==> config.mk <==
export PLATFORM = sky130hd
export DESIGN_NAME = mem_chip_select
export DESIGN_NICKNAME = d
export VERILOG_FILES = /design/src/rtl/memsel_pkg.sv /design/src/rtl/memsel_region.sv /design/src/rtl/memsel_ctl_regs.sv /design/src/rtl/memsel_bank_dec.sv /design/src/rtl/mem_chip_select.sv
export SDC_FILE = /design/constraint.sdc
export NUM_CORES = 1
export LEC_CHECK = 0
export BUFFER_PORTS_ARGS = -buffer_cell sky130_fd_sc_hd__buf_2
export CAP_MARGIN = 20
export CORE_AREA = 3 3 40 42
export DETAILED_ROUTE_END_ITERATION = 7
export DIE_AREA = 0 0 43 45
export PLACE_DENSITY = 0.68
export SLEW_MARGIN = 20
export SYNTH_ARGS = -nofsm -noshare
export SYNTH_HDL_FRONTEND = slang
export SYNTH_SLANG_ARGS = --single-unit
==> constraint.sdc <==
create_clock -name clk -period 1.05 [get_ports clk]
set_input_delay 0.0525 -clock clk [delete_from_list [all_inputs] [get_ports clk]]
set_output_delay 0.0525 -clock clk [all_outputs]
set_load 0.1 [all_outputs]
==> src/rtl/memsel_pkg.sv <==
package memsel_pkg;
  localparam int ADDR_W = 16;

  // address map anchors (upper byte or full address)
  localparam logic [7:0]  KWIN_PAGE  = 8'hFC;
  localparam logic [15:0] IO_END     = 16'hFF40;
  localparam logic [15:0] MODE_ROM_A = 16'hFF3E;
  localparam logic [15:0] MODE_RAM_A = 16'hFF3F;
  localparam logic [11:0] BANK_WIN   = 12'hFDD;

  typedef enum logic [2:0] {
    RG_LOW_RAM,
    RG_ROM_LO,
    RG_ROM_HI,
    RG_KWIN,
    RG_IO,
    RG_ROM_TOP
  } region_e;
endpackage

==> src/rtl/memsel_region.sv <==
module memsel_region
  import memsel_pkg::*;
(
  input  logic [ADDR_W-1:0] addr,
  output region_e           region,
  output logic              hit_mode_rom,
  output logic              hit_mode_ram,
  output logic              hit_bank_win
);
  always_comb begin
    if (!addr[15])                    region = RG_LOW_RAM;
    else if (addr[15:14] == 2'b10)    region = RG_ROM_LO;
    else if (addr[15:8] < KWIN_PAGE)  region = RG_ROM_HI;
    else if (addr[15:8] == KWIN_PAGE) region = RG_KWIN;
    else if (addr < IO_END)           region = RG_IO;
    else                              region = RG_ROM_TOP;
  end

  assign hit_mode_rom = (addr == MODE_ROM_A);
  assign hit_mode_ram = (addr == MODE_RAM_A);
  assign hit_bank_win = (addr[15:4] == BANK_WIN);
endmodule

==> src/rtl/memsel_ctl_regs.sv <==
module memsel_ctl_regs #(
  parameter int BANK_W = 2
) (
  input  logic              clk,
  input  logic              rst_n,
  input  logic              cyc_en,
  input  logic              rnw,
  input  logic              hit_mode_rom,
  input  logic              hit_mode_ram,
  input  logic              hit_bank_win,
  input  logic [2*BANK_W-1:0] bank_field,
  output logic              rom_mode,
  output logic [BANK_W-1:0] lo_bank,
  output logic [BANK_W-1:0] hi_bank
);
  logic bank_we;
  assign bank_we = cyc_en && !rnw && hit_bank_win;

  always_ff @(posedge clk or negedge rst_n) begin
    if (!rst_n) begin
      rom_mode <= 1'b1;
    end else if (cyc_en) begin
      if (hit_mode_rom)      rom_mode <= 1'b1;
      else if (hit_mode_ram) rom_mode <= 1'b0;
    end
  end

  always_ff @(posedge clk or negedge rst_n) begin
    if (!rst_n) begin
      lo_bank <= '0;
      hi_bank <= '0;
    end else if (bank_we) begin
      lo_bank <= bank_field[BANK_W-1:0];
      hi_bank <= bank_field[2*BANK_W-1:BANK_W];
    end
  end
endmodule

==> src/rtl/memsel_bank_dec.sv <==
module memsel_bank_dec #(
  parameter int BANK_W = 2,
  localparam int NBANK = 1 << BANK_W
) (
  input  logic              en,
  input  logic [BANK_W-1:0] bank,
  output logic [NBANK-1:0]  sel
);
  for (genvar g = 0; g < NBANK; g++) begin : g_bank
    assign sel[g] = en && (bank == BANK_W'(g));
  end
endmodule

==> src/rtl/mem_chip_select.sv <==
module mem_chip_select
  import memsel_pkg::*;
#(
  parameter int BANK_W = 2,
  localparam int NBANK = 1 << BANK_W
) (
  input  logic              clk,
  input  logic              rst_n,
  input  logic              cyc_en,
  input  logic [ADDR_W-1:0] addr,
  input  logic              rnw,
  output logic              ram_sel,
  output logic              lo_rom_sel,
  output logic              hi_rom_sel,
  output logic [NBANK-1:0]  lo_bank_sel,
  output logic [NBANK-1:0]  hi_bank_sel
);
  region_e           region;
  logic              hit_mode_rom, hit_mode_ram, hit_bank_win;
  logic              rom_mode;
  logic [BANK_W-1:0] lo_bank, hi_bank, hi_bank_eff;
  logic              upper_rom_area;

  memsel_region u_region (
    .addr         (addr),
    .region       (region),
    .hit_mode_rom (hit_mode_rom),
    .hit_mode_ram (hit_mode_ram),
    .hit_bank_win (hit_bank_win)
  );

  memsel_ctl_regs #(.BANK_W(BANK_W)) u_regs (
    .clk          (clk),
    .rst_n        (rst_n),
    .cyc_en       (cyc_en),
    .rnw          (rnw),
    .hit_mode_rom (hit_mode_rom),
    .hit_mode_ram (hit_mode_ram),
    .hit_bank_win (hit_bank_win),
    .bank_field   (addr[2*BANK_W-1:0]),
    .rom_mode     (rom_mode),
    .lo_bank      (lo_bank),
    .hi_bank      (hi_bank)
  );

  assign upper_rom_area = (region == RG_ROM_HI) || (region == RG_KWIN) ||
                          (region == RG_ROM_TOP);

  always_comb begin
    ram_sel    = 1'b0;
    lo_rom_sel = 1'b0;
    hi_rom_sel = 1'b0;
    if (cyc_en && region != RG_IO) begin
      if (region == RG_LOW_RAM || !rnw || !rom_mode) ram_sel = 1'b1;
      else if (region == RG_ROM_LO)                  lo_rom_sel = 1'b1;
      else if (upper_rom_area)                       hi_rom_sel = 1'b1;
    end
  end

  // internal page always reads from bank 0
  assign hi_bank_eff = (region == RG_KWIN) ? '0 : hi_bank;

  memsel_bank_dec #(.BANK_W(BANK_W)) u_lo_dec (
    .en   (lo_rom_sel),
    .bank (lo_bank),
    .sel  (lo_bank_sel)
  );

  memsel_bank_dec #(.BANK_W(BANK_W)) u_hi_dec (
    .en   (hi_rom_sel),
    .bank (hi_bank_eff),
    .sel  (hi_bank_sel)
  );
endmodule

== Word level (Yosys, flattened, before mapping) ==
Index checks and enable logic that the tools add are counted.
Word-level totals
  register bits after elaboration: 5
  input bits: 20
  word-level logic and storage cells: 60
Operators by class
  order comparisons: 2
  equality and inequality tests: 16
  mux-type cells: 17
  reduce and logical (&&, ||, !) cells: 22
Operators by type and width (number)
  equality test 16 bit (second input constant): 2
  < comparator 16 bit (second input constant): 1
  equality test 12 bit (second input constant): 1
  two-way mux 1 bit: 12
  two-way mux 3 bit: 4
  logical AND 1 bit: 11
  equality test 2 bit (second input constant): 5
  equality test 8 bit (second input constant): 1
  < comparator 8 bit (second input constant): 1
  equality test 3 x 2 -> 1 bit (second input constant): 2
  equality test 2 x 1 -> 1 bit (second input constant): 2
  zero test 2 bit: 2
  logical OR 1 bit: 4
  equality test 3 x 1 -> 1 bit (second input constant): 1
  equality test 3 bit (second input constant): 1
  zero test 3 bit: 1
  inequality test 3 bit (second input constant): 1
  zero test 1 bit: 2
  two-way mux 2 bit: 1
  AND reduction 2 bit: 1
  nonzero test 2 bit: 1

== Logic depth before layout (Yosys ltp) ==
Gate-level depths: netlist (run 1).
  depth in word-level cells: 14
  gate-level depth with buffers: 4
  depth with buffers taken out: 4

== By module ==
Synthesis (run 1) repeated with hierarchy kept, for this count alone.
Second synthesis, totals
  cell total of the unflattened synthesis: 52
  area, all modules: 513.0 um2
Modules (own cells, without submodules)
  memsel_ctl_regs: instances 1, cells each 12, area an instance 220.2 um2
  memsel_region: instances 1, cells each 21, area an instance 131.4 um2
  mem_chip_select: instances 1, cells each 11, area an instance 86.3 um2
  memsel_bank_dec: instances 2, cells each 4, area an instance 37.5 um2

== Least setup slack after synthesis (run 1) ==
OpenSTA, ideal clock, no wires.
  kind: register to output
  start point: register u_regs.rom_mode
  end point: output port lo_bank_sel[0]
  arrival time: 5.308 ns
  data required time: 0.998 ns
  path slack: -4.310 ns
  stages on the path, launching flop included: 4
  buffers on the path: 0
  cells stage by stage: dfstp_2 -> nand3_1 -> nor3b_1 -> nor3b_1
Between the ends
  longest elaborated chain between the ends: 5
RTL lines
  start: declaration: line memsel_ctl_regs.sv:12  | output logic rom_mode,
  start signal: assignment: line memsel_ctl_regs.sv:21  | rom_mode <= 1'b1;
  start signal: assignment: line memsel_ctl_regs.sv:23  | if (hit_mode_rom) rom_mode <= 1'b1;
  start signal: assignment: line memsel_ctl_regs.sv:24  | else if (hit_mode_ram) rom_mode <= 1'b0;
  zero test 1 bit: line mem_chip_select.sv:54  | if (region == RG_LOW_RAM || !rnw || !rom_mode) ram_sel = 1'b1;
  logical OR 1 bit: line mem_chip_select.sv:54
  two-way mux 1 bit: line mem_chip_select.sv:54
  two-way mux 1 bit: line mem_chip_select.sv:53  | if (cyc_en && region != RG_IO) begin
  net lo_rom_sel: line mem_chip_select.sv:13  | output logic lo_rom_sel,
  logical AND 1 bit: line memsel_bank_dec.sv:10  | assign sel[g] = en && (bank == BANK_W'(g));
  end: declaration: line mem_chip_select.sv:15  | output logic [NBANK-1:0] lo_bank_sel,
The timed path passes the listed nets, and every way through them passes these cells.

== Worst setup path after layout (run 1) ==
  start point: register u_regs.rom_mode
  end point: output port lo_bank_sel[1]
Between the ends
  longest elaborated chain between the ends: 5
RTL lines (line)
  zero test 1 bit: mem_chip_select.sv:54
  logical OR 1 bit: mem_chip_select.sv:54
  two-way mux 1 bit: mem_chip_select.sv:54
  two-way mux 1 bit: mem_chip_select.sv:53
  logical AND 1 bit: memsel_bank_dec.sv:10
Every way passes these cells.

==> results of run 1 <==
-- registers in the layout, indices dropped and copies added, names as in the netlist --
signal and count:
u_regs.hi_bank 2, u_regs.rom_mode 1, u_regs.lo_bank 2
-- metal layers --
metal  vias to the layer above  GRT usage [%]  wire length (um)
met2                        21           36.2               890
met3                         2           4.38                88
met1                       264           16.6               526
met4                         0           10.2                10
met5                         -              0                 0
li1                        274              -                 -
-- worst paths after layout --
path | start | endpoint | slack (ns) | depth (start not counted)
max | u_regs.rom_mode$_DFFE_PN1P_ | lo_bank_sel[1] | -0.64 | 5
min | addr[2] | u_regs.hi_bank[0]$_DFFE_PN0P_ | 0.06 | 2
max reg2reg | u_regs.rom_mode$_DFFE_PN1P_ | u_regs.rom_mode$_DFFE_PN1P_ | 0.14 | 3
min reg2reg | u_regs.rom_mode$_DFFE_PN1P_ | u_regs.rom_mode$_DFFE_PN1P_ | 0.63 | 3
max in group asynchronous | rst_n | u_regs.rom_mode$_DFFE_PN1P_ | 0.67 | 2
min in group asynchronous | rst_n | u_regs.hi_bank[0]$_DFFE_PN0P_ | 0.16 | 2
-- synth_stat cells --
cell type and number:
or4b_4 1, dfrtp_1 4, nor2_2 1, or2_2 1, nand2_1 6, a21oi_2 1
nor3b_1 2, and3_1 1, dfstp_2 1, nand4_1 2, nor2_1 10, and4_1 1
inv_1 2, nor3_1 2, and3b_1 1, mux2_2 4, o211a_1 1, nand3_1 4
nor4_1 2, mux2i_1 1
-- metrics by stage --
step | total power (uW) | utilization, % | cell area (sq um) | hold slack, ns | TNS, ns
after floorplan | 284 | - | 494 | -0.243 | -8.00
after global placement | 372 | 68.5 | 881 | -0.130 | -4.76
after detailed placement | 375 | 68.5 | 881 | -0.125 | -5.48
after CTS | 639 | 78.5 | 1010 | 0.0531 | -5.80
after global routing | 668 | 78.7 | 1010 | 0.0529 | -6.54
final | 629 | 78.7 | 1010 | 0.0644 | -5.88
-- power groups by stage --
stage               registers, uW  clock network [uW]  logic (uW)
floorplan                     197                   0        86.4
global placement              197                   0         175
detailed placement            197                   0         178
CTS                           194                 234         211
global route                  194                 251         223
finish                        194                 222         212
-- critical path: stages (launching register included) --
cell	delay, ns
dfstp_2	0.55
nand3_4	0.09
nor3b_4	0.29
nand2_1	0.14
nor2_4	0.14
buf_12	0.18
-- cell families after synthesis --
logic type	Yosys count	synth area share, %
and+or+nand+nor	34	46.5
muxes	5	14.2
DFF	5	32.6
AOI/OAI and AO/OA	2	4.84
buffers and inverters	2	1.94
-- cell type report --
class                      count  area, sq um
timing repair buffer          46          447
clock buffer                   4         26.3
sequential                     5          126
tap                           15         18.8
inverter                       2         7.51
fill                          89          274
multi-input combinational     41          385
-- repair_timing --
action                                 in CTS  in global routing
pin swaps                                   7                  4
hold buffers                                2                  0
setup endpoints to repair                  15                 12
buffers inserted                            1                  1
endpoints found under the hold margin       6                  0
resized for setup                          18                  1
==> metrics, run 1 <==
status=finished, violations left; violated checks=setup timing; Clock Skew=0 ns; overall routed net length=1.52 mm; Pwr Density=622 nW/um^2; main area contributors after synthesis=dfrtp_1 (26%), mux2_2 (12%), nor2_1 (9.7%); Post-Layout Cell Count=113; number of library cell types mapped by synthesis=20; final setup fails=11; Core Box Area=1280 sq um; critical path class=reg -> out; share of power burned in the clock network=35.3%; Yosys top cell by area=dfrtp_1; Internal=436 uW; first-pass GRT wire length=2.49 mm; row cnt=13; die area=1940 sq um; number of max-cap violations=0; crit end category=primary output; Peak supply drop=0.492 mV; synthesized area=388 sq um; largest net degree at the start of global routing=6; combinational power share=33.8%; DRT Pass-1 Iters=2; Psw=193 uW; vias in the first global route=596; GRT Residual Overflow=0; Hold Crit Class=in -> reg; warnings from Yosys=0; PortBufs=30; period utilisation layout=161%; sequential-to-total area share from yosys stat=32.6%; overall routing resource usage=18.1%; final net count=119; CTS buffer count=3; CTS root buf=clkbuf_4; RSZ-0062 raised after global routing=true; Syn Nets=68; Final ANT Viol Nets=0; Syn-to-layout area delta=161%; slew margin rel.=77.6%; Post-Place Worst Slack=-0.455 ns; vias per inst=4.96; Setup WS post-layout=-0.644 ns; post-synthesis register bit count=5; GPL Wtd Cong=0.743; # placed instances=106; starting density of the core=30.2%; Syn Inst Count=48; die height=45 um; Top Ports=31; top-area cell type share of the netlist area=25.8%; Post-DP HPWL=1.28 mm; Clock Pin Slew Worst Setup and Hold Paths=0.04 ns; ant diodes=0; Sw Share=30.7%; Die Width=43 um; Slew Limit Fails=0; worst slew pin tran=0.333 ns; Final Hold Viols=0; DRC=0; WP data required=1.00 ns; commonest non-fill, non-tap cell in the layout=buf_2; critical path data arrival time=1.64 ns; DR WL/cell=13.4 um; Lkg Pwr=0.000460 uW; Worst-Skew Late Latency=0.24 ns; CTS HTree Levels=1; worst-path maximum fanout=5; clk buf depth=2; minimum clock period=1.69 ns; maximum achievable frequency=590 MHz; CTS tree=done; fraction of layout instances using a drive strength above 1=74.5%; clock sink count=5; sequential power share=30.9%; DRT iter0 DRCs=1; Startpoint Class=flip-flop; vias post-DR=561; mean post-synth cell area=8.08 sq um; initial antenna violation count=0; commonest cells after routing, fill and taps aside=buf_2 (18), buf_4 (14), buf_12 (11), nor2_4 (8)
(Power assumes the default switching activity.)
==> run 2, diff against run 1 <==
--- a/config.mk
+++ b/config.mk
@@ -15,3 +15,4 @@
 export SYNTH_ARGS = -nofsm -noshare
 export SYNTH_HDL_FRONTEND = slang
 export SYNTH_SLANG_ARGS = --single-unit
+export TNS_END_PERCENT = 10
==> metrics, run 2 (synthesis results as in run 1) <==
largest net degree at the start of global routing=6 (unchanged); vias in the first global route=568 (was 596); status=finished, violations left (unchanged); Psw=175 uW (was 193 uW); Internal=425 uW (was 436 uW); Sw Share=29.2% (was 30.7%); post-route met1 wirelength=515 um (was 526 um); critical path data arrival time=1.60 ns (was 1.64 ns); initial antenna violation count=0 (unchanged); DRC=0 (unchanged); Peak supply drop=0.581 mV (was 0.492 mV); vias post-DR=543 (was 561); crit-path max cell delay=0.55 ns (about the same); CTS tree=done (unchanged); Hold Crit Class=in -> reg (unchanged); period utilisation layout=157% (was 161%); starting density of the core=30.2% (unchanged); clk buf depth=2 (unchanged); metal3 WL=101 um (was 88 um); GRT Residual Overflow=0 (unchanged); final setup fails=11 (unchanged); Setup WS post-layout=-0.603 ns (was -0.644 ns); CP max stage cell=dfstp_2 (unchanged); worst-path maximum fanout=5 (unchanged); Pwr Density=649 nW/um^2 (was 622 nW/um^2); final net count=117 (was 119); commonest non-fill, non-tap cell in the layout=buf_2 (unchanged); DRT iter0 DRCs=9 (was 1); crit path cell chain=nand3_4, nor3b_4, nor3b_4, buf_12 (was nand3_4, nor3b_4, nand2_1, nor2_4, buf_12); top cell family by delay on the critical path=simple AND/OR/NAND/NOR gates (unchanged); Die Width=43 um (unchanged); ant diodes=0 (unchanged); Core Box Area=1280 sq um (unchanged); routed length on met2=774 um (was 890 um); fraction of layout instances using a drive strength above 1=68.8% (was 74.5%); CP dominant cell by count=nor3b_4; GPL Wtd Cong=0.949 (was 0.743); Post-DP HPWL=1.19 mm (was 1.28 mm); WP data required=1.00 ns (about the same); die height=45 um (unchanged); DR WL/cell=12.6 um (was 13.4 um); CP bufs+invs=1 (unchanged); clock sink count=5 (unchanged); crit end category=primary output (unchanged); leading registers by flop count=u_regs.hi_bank x2, u_regs.lo_bank x2, u_regs.rom_mode x1 (unchanged); DR top layer=met4 (unchanged); RSZ-0062 raised after global routing=true (unchanged); overall routing resource usage=15.9% (was 18.1%); DRT Pass-1 Iters=4 (was 2); Syn-to-layout area delta=138% (was 161%); CTS root buf=clkbuf_4 (unchanged); Clock Pin Slew Worst Setup and Hold Paths=0.04 ns (about the same); overall routed net length=1.40 mm (was 1.52 mm); slew margin rel.=74.6% (was 77.6%); violated checks=setup timing (unchanged); commonest cells after routing, fill and taps aside=buf_2 (19), buf_4 (11), buf_12 (10), nand2_1 (5), nor2_1 (5) (was buf_2 (18), buf_4 (14), buf_12 (11), nor2_4 (8)); Final Total Pwr=600 uW (was 629 uW); minimum clock period=1.65 ns (was 1.69 ns); Final ANT Viol Nets=0 (unchanged); worst slew pin tran=0.378 ns (was 0.333 ns); total negative slack=-5.75 ns (was -5.88 ns); combinational power share=32.7% (was 33.8%); maximum achievable frequency=605 MHz (was 590 MHz); vias per inst=4.89 (was 4.96); CTS HTree Levels=1 (unchanged); number of max-cap violations=0 (unchanged); Startpoint Class=flip-flop (unchanged); PortBufs=30 (unchanged); share of power burned in the clock network=34.8% (was 35.3%); Lkg Pwr=0.000444 uW (was 0.000460 uW); critical path class=reg -> out (unchanged); Worst-Skew Late Latency=0.23 ns (was 0.24 ns); die area=1940 sq um (unchanged); Top Ports=31 (unchanged); Clock Skew=0 ns (unchanged); first-pass GRT wire length=2.24 mm (was 2.49 mm); Slew Limit Fails=0 (unchanged); sequential power share=32.4% (was 30.9%); Final Hold Viols=0 (unchanged); CTS buffer count=3 (unchanged); row cnt=13 (unchanged)
-- run 2: changes by cell type in the layout (fill, tap and decap cells not counted), sizes merged --
cell / change
buf: -2
-- run 2: stage by stage --
stage	setup WS (ns)	area [sq um]	hold slack [ns]	utilization, %	instances
after detailed placement	-0.402	825	-0.129	64.2	104
after global routing	-0.699	925	0.0717	72.0	111
after floorplan	-1.51	423	-0.243	-	48
after CTS	-0.628	922	0.0669	71.8	111
final	-0.603	925	0.0733	72.0	111
after global placement	-0.356	825	-0.130	64.2	104
-- run 2: metal layers --
metal  up-vias  global-route usage (%)
met4         0                    10.8
met5         -                       0
met1       250                    15.9
met3         2                    3.19
met2        21                    29.6
li1        270                       -
-- run 2: power groups by stage --
stage / registers [uW] / logic [uW] / clock network [uW]
floorplan: 197 / 77.0 / 0
detailed placement: 197 / 178 / 0
global route: 195 / 209 / 234
finish: 195 / 197 / 209
global placement: 197 / 174 / 0
CTS: 195 / 196 / 223
-- run 2: worst paths after layout --
path | startpoint | to | slack, ns | cells after the start
setup reg to reg | u_regs.rom_mode$_DFFE_PN1P_ | u_regs.rom_mode$_DFFE_PN1P_ | 0.17 | 3
setup / recovery | u_regs.rom_mode$_DFFE_PN1P_ | lo_bank_sel[0] | -0.60 | 4
min in group asynchronous | rst_n | u_regs.hi_bank[1]$_DFFE_PN0P_ | 0.15 | 2
hold reg to reg | u_regs.hi_bank[1]$_DFFE_PN0P_ | u_regs.hi_bank[1]$_DFFE_PN0P_ | 0.59 | 1
max in group asynchronous | rst_n | u_regs.rom_mode$_DFFE_PN1P_ | 0.69 | 2
hold / removal | addr[3] | u_regs.hi_bank[1]$_DFFE_PN0P_ | 0.07 | 2
-- run 2: layout make-up --
| class | count | area, sq um |
|---|---|---|
| flip-flops and latches | 5 | 126 |
| repair buffers | 44 | 420 |
| well taps | 15 | 18.8 |
| inverters | 2 | 7.51 |
| multi-input cells | 41 | 325 |
| clock buffers | 4 | 26.3 |
| fillers | 94 | 360 |
-- run 2: what timing repair did --
| action | 4_1_cts | 5_1_grt |
|---|---|---|
| setup endpoints to repair | 15 | 15 |
| cloned | 0 | 0 |
| pin swaps | 3 | 1 |
| buffers inserted | 1 | 0 |
| hold endpoints to repair | 6 | 0 |
| hold buffers | 2 | 0 |
| resized for setup | 12 | 1 |
